`src/rtl/cfd_pkg.sv`:
```
package cfd_pkg;
  localparam int FLAG_W = 8;
  localparam logic [FLAG_W-1:0] FLAG_WORD = 8'h7E;
  localparam int CH_W = 12;
  localparam int N_CH = 8;
  localparam int NIB_W = 4;
  localparam int BLK_W = CH_W * N_CH;
  localparam int BODY_BITS = 144;
  localparam logic [CH_W-1:0] BANK_LIMIT = 12'd2048;

  typedef enum logic [1:0] {PH_HUNT, PH_BODY, PH_STOP, PH_ERR} phase_t;

  typedef struct packed {
    logic [7:0]       model;
    logic [1:0]       mode;
    logic             rng;
    logic             fsafe;
    logic [2:0]       cc;
    logic             bnd;
    logic [7:0]       flg;
    logic [BLK_W-1:0] chans;
    logic             rsv;
    logic             xreg;
    logic             poff;
    logic [1:0]       pwr;
    logic             hrx;
    logic             toff;
    logic             xant;
    logic [15:0]      chk;
  } frame_t;

  // nibble j in arrival order (j = 0 is the first nibble received)
  function automatic logic [NIB_W-1:0] nib_at(input logic [BLK_W-1:0] blk, input int j);
    logic [BLK_W-1:0] s;
    s = blk << (NIB_W * j);
    return s[BLK_W-1 -: NIB_W];
  endfunction

  function automatic logic [CH_W-1:0] chan_of(input logic [BLK_W-1:0] blk, input int idx);
    int g;
    g = (idx / 2) * 6;
    if (idx % 2 == 0) return {nib_at(blk, g + 3), nib_at(blk, g + 1), nib_at(blk, g)};
    else              return {nib_at(blk, g + 4), nib_at(blk, g + 5), nib_at(blk, g + 2)};
  endfunction
endpackage

```
`src/rtl/cfd_destuff.sv`:
```
module cfd_destuff #(
  parameter int RUN_LEN = 5
) (
  input  logic clk,
  input  logic rst_n,
  input  logic clr,
  input  logic bit_valid,
  input  logic bit_value,
  input  logic stuff_en,
  output logic keep
);
  localparam int CW = $clog2(RUN_LEN + 2);
  localparam logic [CW-1:0] RUN_HIT = CW'(RUN_LEN);
  localparam logic [CW-1:0] RUN_SAT = {CW{1'b1}};

  logic [CW-1:0] ones;
  logic          drop;

  assign drop = bit_valid && stuff_en && (ones == RUN_HIT);
  assign keep = bit_valid && !drop;

  always_ff @(posedge clk or negedge rst_n) begin
    if (!rst_n)          ones <= '0;
    else if (clr)        ones <= '0;
    else if (drop)       ones <= '0;
    else if (keep) begin
      if (!bit_value)    ones <= '0;
      else if (ones != RUN_SAT) ones <= ones + 1'b1;
    end
  end

  // inside the body the run never grows past the stuffing limit
  p_run_bounded_r3: assert property (@(posedge clk) disable iff (!rst_n)
    (stuff_en && !clr) |-> (ones <= RUN_HIT));
endmodule

```
`src/rtl/cfd_parser.sv`:
```
module cfd_parser
  import cfd_pkg::*;
(
  input  logic                 clk,
  input  logic                 rst_n,
  input  logic                 brk,
  input  logic                 keep,
  input  logic                 bit_value,
  output logic                 stuff_en,
  output logic [BODY_BITS-1:0] body,
  output logic                 done_now,
  output logic                 err_now
);
  localparam int FCW = $clog2(FLAG_W);
  localparam int PW  = $clog2(BODY_BITS);
  localparam logic [FCW-1:0] FC_LAST  = FCW'(FLAG_W - 1);
  localparam logic [PW-1:0]  POS_LAST = PW'(BODY_BITS - 1);

  phase_t            phase;
  logic [FLAG_W-1:0] fword;
  logic [FCW-1:0]    fcnt;
  logic [PW-1:0]     pos;
  logic [FLAG_W-1:0] fnext;
  logic              flag_last;
  logic              in_flag;

  assign fnext     = {fword[FLAG_W-2:0], bit_value};
  assign in_flag   = (phase == PH_HUNT) || (phase == PH_STOP);
  assign flag_last = keep && !brk && in_flag && (fcnt == FC_LAST);
  assign done_now  = flag_last && (phase == PH_STOP) && (fnext == FLAG_WORD);
  assign err_now   = flag_last && (fnext != FLAG_WORD);
  assign stuff_en  = (phase == PH_BODY);

  always_ff @(posedge clk or negedge rst_n) begin
    if (!rst_n) begin
      phase <= PH_HUNT;
      fword <= '0;
      fcnt  <= '0;
      pos   <= '0;
      body  <= '0;
    end else if (brk) begin
      phase <= PH_HUNT;
      fword <= '0;
      fcnt  <= '0;
      pos   <= '0;
    end else if (keep) begin
      case (phase)
        PH_HUNT: begin
          fword <= fnext;
          fcnt  <= fcnt + 1'b1;
          pos   <= '0;
          if (fcnt == FC_LAST) phase <= (fnext == FLAG_WORD) ? PH_BODY : PH_ERR;
        end
        PH_BODY: begin
          body <= {body[BODY_BITS-2:0], bit_value};
          pos  <= pos + 1'b1;
          if (pos == POS_LAST) begin
            phase <= PH_STOP;
            fcnt  <= '0;
          end
        end
        PH_STOP: begin
          fword <= fnext;
          fcnt  <= fcnt + 1'b1;
          if (fcnt == FC_LAST) phase <= (fnext == FLAG_WORD) ? PH_HUNT : PH_ERR;
        end
        default: ;
      endcase
    end
  end

  // a break always re-arms flag hunting from bit zero
  p_break_rearms_r8: assert property (@(posedge clk) disable iff (!rst_n)
    brk |=> (phase == PH_HUNT) && (fcnt == '0));
  // the error state is left only through a break
  p_err_sticks_r2: assert property (@(posedge clk) disable iff (!rst_n)
    (phase == PH_ERR) && !brk |=> (phase == PH_ERR));
  // body position stays inside the fixed layout
  p_body_bounded_r4: assert property (@(posedge clk) disable iff (!rst_n)
    (phase == PH_BODY) |-> (pos <= POS_LAST));
  // a completed frame only comes out of the closing-flag phase
  p_done_from_stop_r7: assert property (@(posedge clk) disable iff (!rst_n)
    done_now |=> (phase == PH_HUNT));
endmodule

```
`src/rtl/ctrl_frame_decoder.sv`:
```
module ctrl_frame_decoder
  import cfd_pkg::*;
#(
  parameter int RUN_LEN = 5
) (
  input  logic              clk,
  input  logic              rst_n,
  input  logic              bit_valid,
  input  logic              bit_value,
  input  logic              frame_break,
  output logic [7:0]        model_id,
  output logic [1:0]        link_mode,
  output logic              range_chk,
  output logic              failsafe,
  output logic [2:0]        region,
  output logic              bind_req,
  output logic [7:0]        flags_b,
  output logic [BLK_W-1:0]  chan_out,
  output logic              upper_bank,
  output logic              rsvd_bit,
  output logic              ext_region,
  output logic              port_off,
  output logic [1:0]        power_lvl,
  output logic              high_rx,
  output logic              telem_off,
  output logic              ext_ant,
  output logic [15:0]       crc,
  output logic              frame_done,
  output logic              frame_err
);
  logic                 keep;
  logic                 stuff_en;
  logic                 done_now;
  logic                 err_now;
  logic [BODY_BITS-1:0] body;
  frame_t               fq;

  cfd_destuff #(.RUN_LEN(RUN_LEN)) u_destuff (
    .clk(clk), .rst_n(rst_n), .clr(frame_break),
    .bit_valid(bit_valid), .bit_value(bit_value),
    .stuff_en(stuff_en), .keep(keep)
  );

  cfd_parser u_parser (
    .clk(clk), .rst_n(rst_n), .brk(frame_break),
    .keep(keep), .bit_value(bit_value),
    .stuff_en(stuff_en), .body(body),
    .done_now(done_now), .err_now(err_now)
  );

  always_ff @(posedge clk or negedge rst_n) begin
    if (!rst_n) begin
      fq         <= '0;
      frame_done <= 1'b0;
      frame_err  <= 1'b0;
    end else begin
      if (done_now) fq <= frame_t'(body);
      frame_done <= done_now;
      frame_err  <= err_now;
    end
  end

  assign model_id   = fq.model;
  assign link_mode  = fq.mode;
  assign range_chk  = fq.rng;
  assign failsafe   = fq.fsafe;
  assign region     = fq.cc;
  assign bind_req   = fq.bnd;
  assign flags_b    = fq.flg;
  assign rsvd_bit   = fq.rsv;
  assign ext_region = fq.xreg;
  assign port_off   = fq.poff;
  assign power_lvl  = fq.pwr;
  assign high_rx    = fq.hrx;
  assign telem_off  = fq.toff;
  assign ext_ant    = fq.xant;
  assign crc        = fq.chk;

  for (genvar i = 0; i < N_CH; i++) begin : g_chan
    assign chan_out[i*CH_W +: CH_W] = chan_of(fq.chans, i);
  end

  always_comb begin
    upper_bank = 1'b0;
    for (int k = 0; k < N_CH; k += 2)
      if (chan_out[k*CH_W +: CH_W] > BANK_LIMIT) upper_bank = 1'b1;
  end

  // outputs move only on a completed frame
  p_hold_fields_r9: assert property (@(posedge clk) disable iff (!rst_n)
    !done_now |=> $stable(chan_out) && $stable(crc) && $stable(model_id) && $stable(upper_bank));
  // done and error never coincide
  p_pulses_exclusive_r7: assert property (@(posedge clk) disable iff (!rst_n)
    !(frame_done && frame_err));
  // done is a single-cycle pulse
  p_done_single_r7: assert property (@(posedge clk) disable iff (!rst_n)
    frame_done |=> !frame_done);
  // error is a single-cycle pulse
  p_err_single_r2: assert property (@(posedge clk) disable iff (!rst_n)
    frame_err |=> !frame_err);
endmodule

```
`config.mk`:
```
export PLATFORM = sky130hd
export DESIGN_NAME = ctrl_frame_decoder
export DESIGN_NICKNAME = d
export VERILOG_FILES = /design/src/rtl/cfd_pkg.sv /design/src/rtl/cfd_destuff.sv /design/src/rtl/cfd_parser.sv /design/src/rtl/ctrl_frame_decoder.sv
export SDC_FILE = /design/constraint.sdc
export NUM_CORES = 1
export LEC_CHECK = 0
export ABC_CLOCK_PERIOD_IN_PS = 2100
export BUFFER_PORTS_ARGS = -buffer_cell sky130_fd_sc_hd__buf_2
export CORE_MARGIN = 3
export CORE_UTILIZATION = 52
export CTS_CLUSTER_DIAMETER = 30
export DETAILED_ROUTE_END_ITERATION = 8
export GPL_ROUTABILITY_DRIVEN = 0
export HOLD_SLACK_MARGIN = 0.05
export PLACE_DENSITY = 0.75
export SLEW_MARGIN = 20
export SYNTH_ARGS = -nofsm -noshare
export SYNTH_HDL_FRONTEND = slang
export SYNTH_SLANG_ARGS = --single-unit
```
`constraint.sdc`:
```
create_clock -name clk -period 2.1 [get_ports clk]
set_clock_uncertainty 0.15 [all_clocks]
set_input_delay 0.105 -clock clk [delete_from_list [all_inputs] [get_ports clk]]
set_output_delay 0.105 -clock clk [all_outputs]
set_load 0.05 [all_outputs]
```
==> impl_metrics.yaml <==
floorplanning:
  die_width_um: 159
  coreArea_um2: 22800
  rows: 55
  io_pins: 152
  initial_core_util: 0.534
  dieArea_um2: 25400
  fp.dieH_um: 159
timing:
  min_period_over_period: 1.14
  finalSetupTns_ps: -11760
  slew_violations: 0
  setup_slack_ps: -296
  setup_violations: 129
  min_period_ps: 2400
  hold_violations: 0
  tightestPinTransition_ps: 555
  clock.fmax_mhz: 417
  grt_setup_unrepaired: "true"
  relSlewSlack: 0.630
critical_path:
  crit_arrival_ps: 2140
  cp_max_fo: 3
  reg2regPathDepth: 8
  crit_path_cell_trace: "nor4_1 > nand2_1 > o41ai_2 > buf_4 > nand4_1 > buf_6"
  worstReg2RegStart: "u_parser.fword[6]$_DFFE_PN0P_"
  cp-end-kind: "output pin"
  rr_endpoint: "rsvd_bit$_DFFE_PN0P_"
  cp-start-kind: "flip-flop"
  reg2reg_slack_ps: -150
  cp_data_required_time_ps: 1850
  path_class: "reg -> out"
  path_buf_inv: 2
  slowest_delay_ps: 400
  critPathSlowestCell: "dfrtp_1"
  startpoint: "chan_out[27]$_DFFE_PN0P_"
  crit_family: "simple AND/OR/NAND/NOR gates"
global_route:
  antenna_found_initial: 0
  grt_pass1_wl_mm: 43.7
  grt-ovfl-total: 0
  grt_pass1_vias: 7924
  grt_max_degree: 69
  grt_usage: 0.211
min_path:
  hp-class: "in -> reg"
  min-delay-start: "bit_value"
  whs_endpoint: "frame_err$_DFF_PN0_"
  worstHoldPathCells: 5
clocking:
  ctsLongestPathBuffers: 3
  cts_tree: "built"
  htreeDepth: 2
  clk_pin_slew_worst_paths_ps: 50
  root_buffer: "clkbuf_16"
  clock_latency_ps: 550
  cts.sinks: 313
  cts_buffers: 52
drt:
  via_per_inst: 5.34
  drc: 0
  wl_per_cell_um: 20.1
  drt-initial-drc-count: 419
  route.final.wire_length_mm: 27.8
  drt_first_pass_iters: 4
  vias: 7400
  ant_nets: 0
finish:
  nets: 1044
  n_antenna_cell: 0
  final_cell_mix: "dfrtp_1 (312), mux2_4 (151), buf_2 (149)"
  layout_commonest_cell: "dfrtp_1"
  drive_gt1_frac: 0.603
  area_growth_pct: 39.5
status:
  violations: "setup timing"
  status: "complete, but fails checks"
power_and_ir_drop:
  ir_drop_mv: 1.08
  power_w: 0.0148
  p_per_area_nw_per_um2: 870
  p_leak_nw: 8.77
synthesis:
  synth-seq-cells: 313
  synth.avg_cell_area_um2: 16.0
  synthArstFlopShare: 1.00
  synth_fp_nets: 777
  synth_seq_area_share: 0.642
  syn_inst: 763
  synth_area_um2: 12200
  yosys_warnings: 0
  synth_edf_count: 0
  synth-main-ff-cell: "dfrtp_1"
  synth_cell_types: 47
placement:
  port_buffers: 151
  hpwl_mm: 15.2
job:
  cap_viol_max_count: 0
cells in the mapped netlist (all sizes together), types with 2 or more instances:
library cell | count | area share
nand4 | 3 | 0.0015
nand2 | 7 | 0.0024
mux2i | 8 | 0.0066
nor4 | 8 | 0.0041
o31ai | 4 | 0.0025
nand2b | 2 | 0.0010
ha | 9 | 0.0092
or3 | 3 | 0.0015
a21oi | 11 | 0.0045
or4 | 2 | 0.0012
o41ai | 4 | 0.0029
nand3 | 7 | 0.0033
nor2 | 14 | 0.0043
o21ai | 14 | 0.0057
mux2 | 288 | 0.27
dfrtp | 313 | 0.64
o22ai | 2 | 0.0010
buf | 35 | 0.023
and3 | 2 | 0.0010
inv | 5 | 0.0015
clkbuf | 2 | 0.00062
layout make-up:
| cell class | instances | area [µm²] |
|---|---|---|
| Timing Repair Buffer | 250 | 2200 |
| Fill cell | 1370 | 5810 |
| Inverter | 5 | 18.8 |
| Clock inverter | 33 | 400 |
| Sequential cell | 313 | 7830 |
| Multi-Input combinational cell | 408 | 4800 |
| Clock buffer | 65 | 1390 |
| Tap cell | 313 | 392 |
worst max path at each step:
| stage | cells after the start | slack, ps | to |
|---|---|---|---|
| final | 6 | -300 | upper_bank |
| after global routing | 6 | -400 | upper_bank |
| after CTS | 6 | -350 | upper_bank |
| after detailed placement | 6 | -130 | model_id[6]$_DFFE_PN0P_ |
| after global placement | 6 | -100 | link_mode[1]$_DFFE_PN0P_ |
| after floorplan | 10 | 2 | chan_out[16]$_DFFE_PN0P_ |
sequential cells by signal (all words and copies together) (netlist names), 2 cells and up:
register,flops
u_parser.body,144
chan_out,96
crc,16
flags_b,8
model_id,8
u_parser.pos,8
u_parser.fword,7
region,3
u_destuff.ones,3
u_parser.fcnt,3
link_mode,2
power_lvl,2
u_parser.phase,2
tightest hold or removal path, cell delays in order:
cell and delay (ps):
buf_2 110, and4bb_2 330, buf_4 120, a21oi_1 60
nor4bb_1 150
metrics by stage:
step	cell area, µm²	worst slack (ps)	std cells	utilization	hold WS, ps
after CTS	16600	-355	1376	0.727	124
after global routing	17000	-404	1387	0.746	213
after global placement	13700	-99.1	1244	0.602	-36.7
after detailed placement	13700	-132	1244	0.602	-36.9
final	17000	-296	1387	0.746	221
after floorplan	12200	2.00	763	-	-341
kinds of logic after synthesis:
kind of cell	after synthesis	share of synthesized area
flops	313	0.642
fa+ha+maj	9	0.00922
simple gates	58	0.0280
mux	296	0.272
buf+inv	42	0.0255
compound gates	45	0.0235
per-layer routing:
| metal | share of wire | track usage | vias up |
|---|---|---|---|
| li1 | - | - | 3329 |
| met1 | 0.43 | 0.278 | 3852 |
| met2 | 0.49 | 0.348 | 178 |
| met3 | 0.061 | 0.0606 | 41 |
| met4 | 0.015 | 0.0537 | 0 |
| met5 | 0 | 0 | - |
where the power goes:
| group | internal (W) | switching, W |
|---|---|---|
| registers | 0.00605 | 0.00000572 |
| clock network | 0.00550 | 0.00302 |
| logic | 0.0000749 | 0.000170 |
| total | 0.0116 | 0.00319 |
what timing repair did:
item | CTS | global route
pin swaps | 6 | 10
hold buffers | 5 | 0
resized for setup | 146 | 75
endpoints found under the hold margin | 337 | 0
cloned | 11 | 6
setup buffers | 20 | 13
setup endpoints to repair | 229 | 240
(Power assumes the default switching activity.)
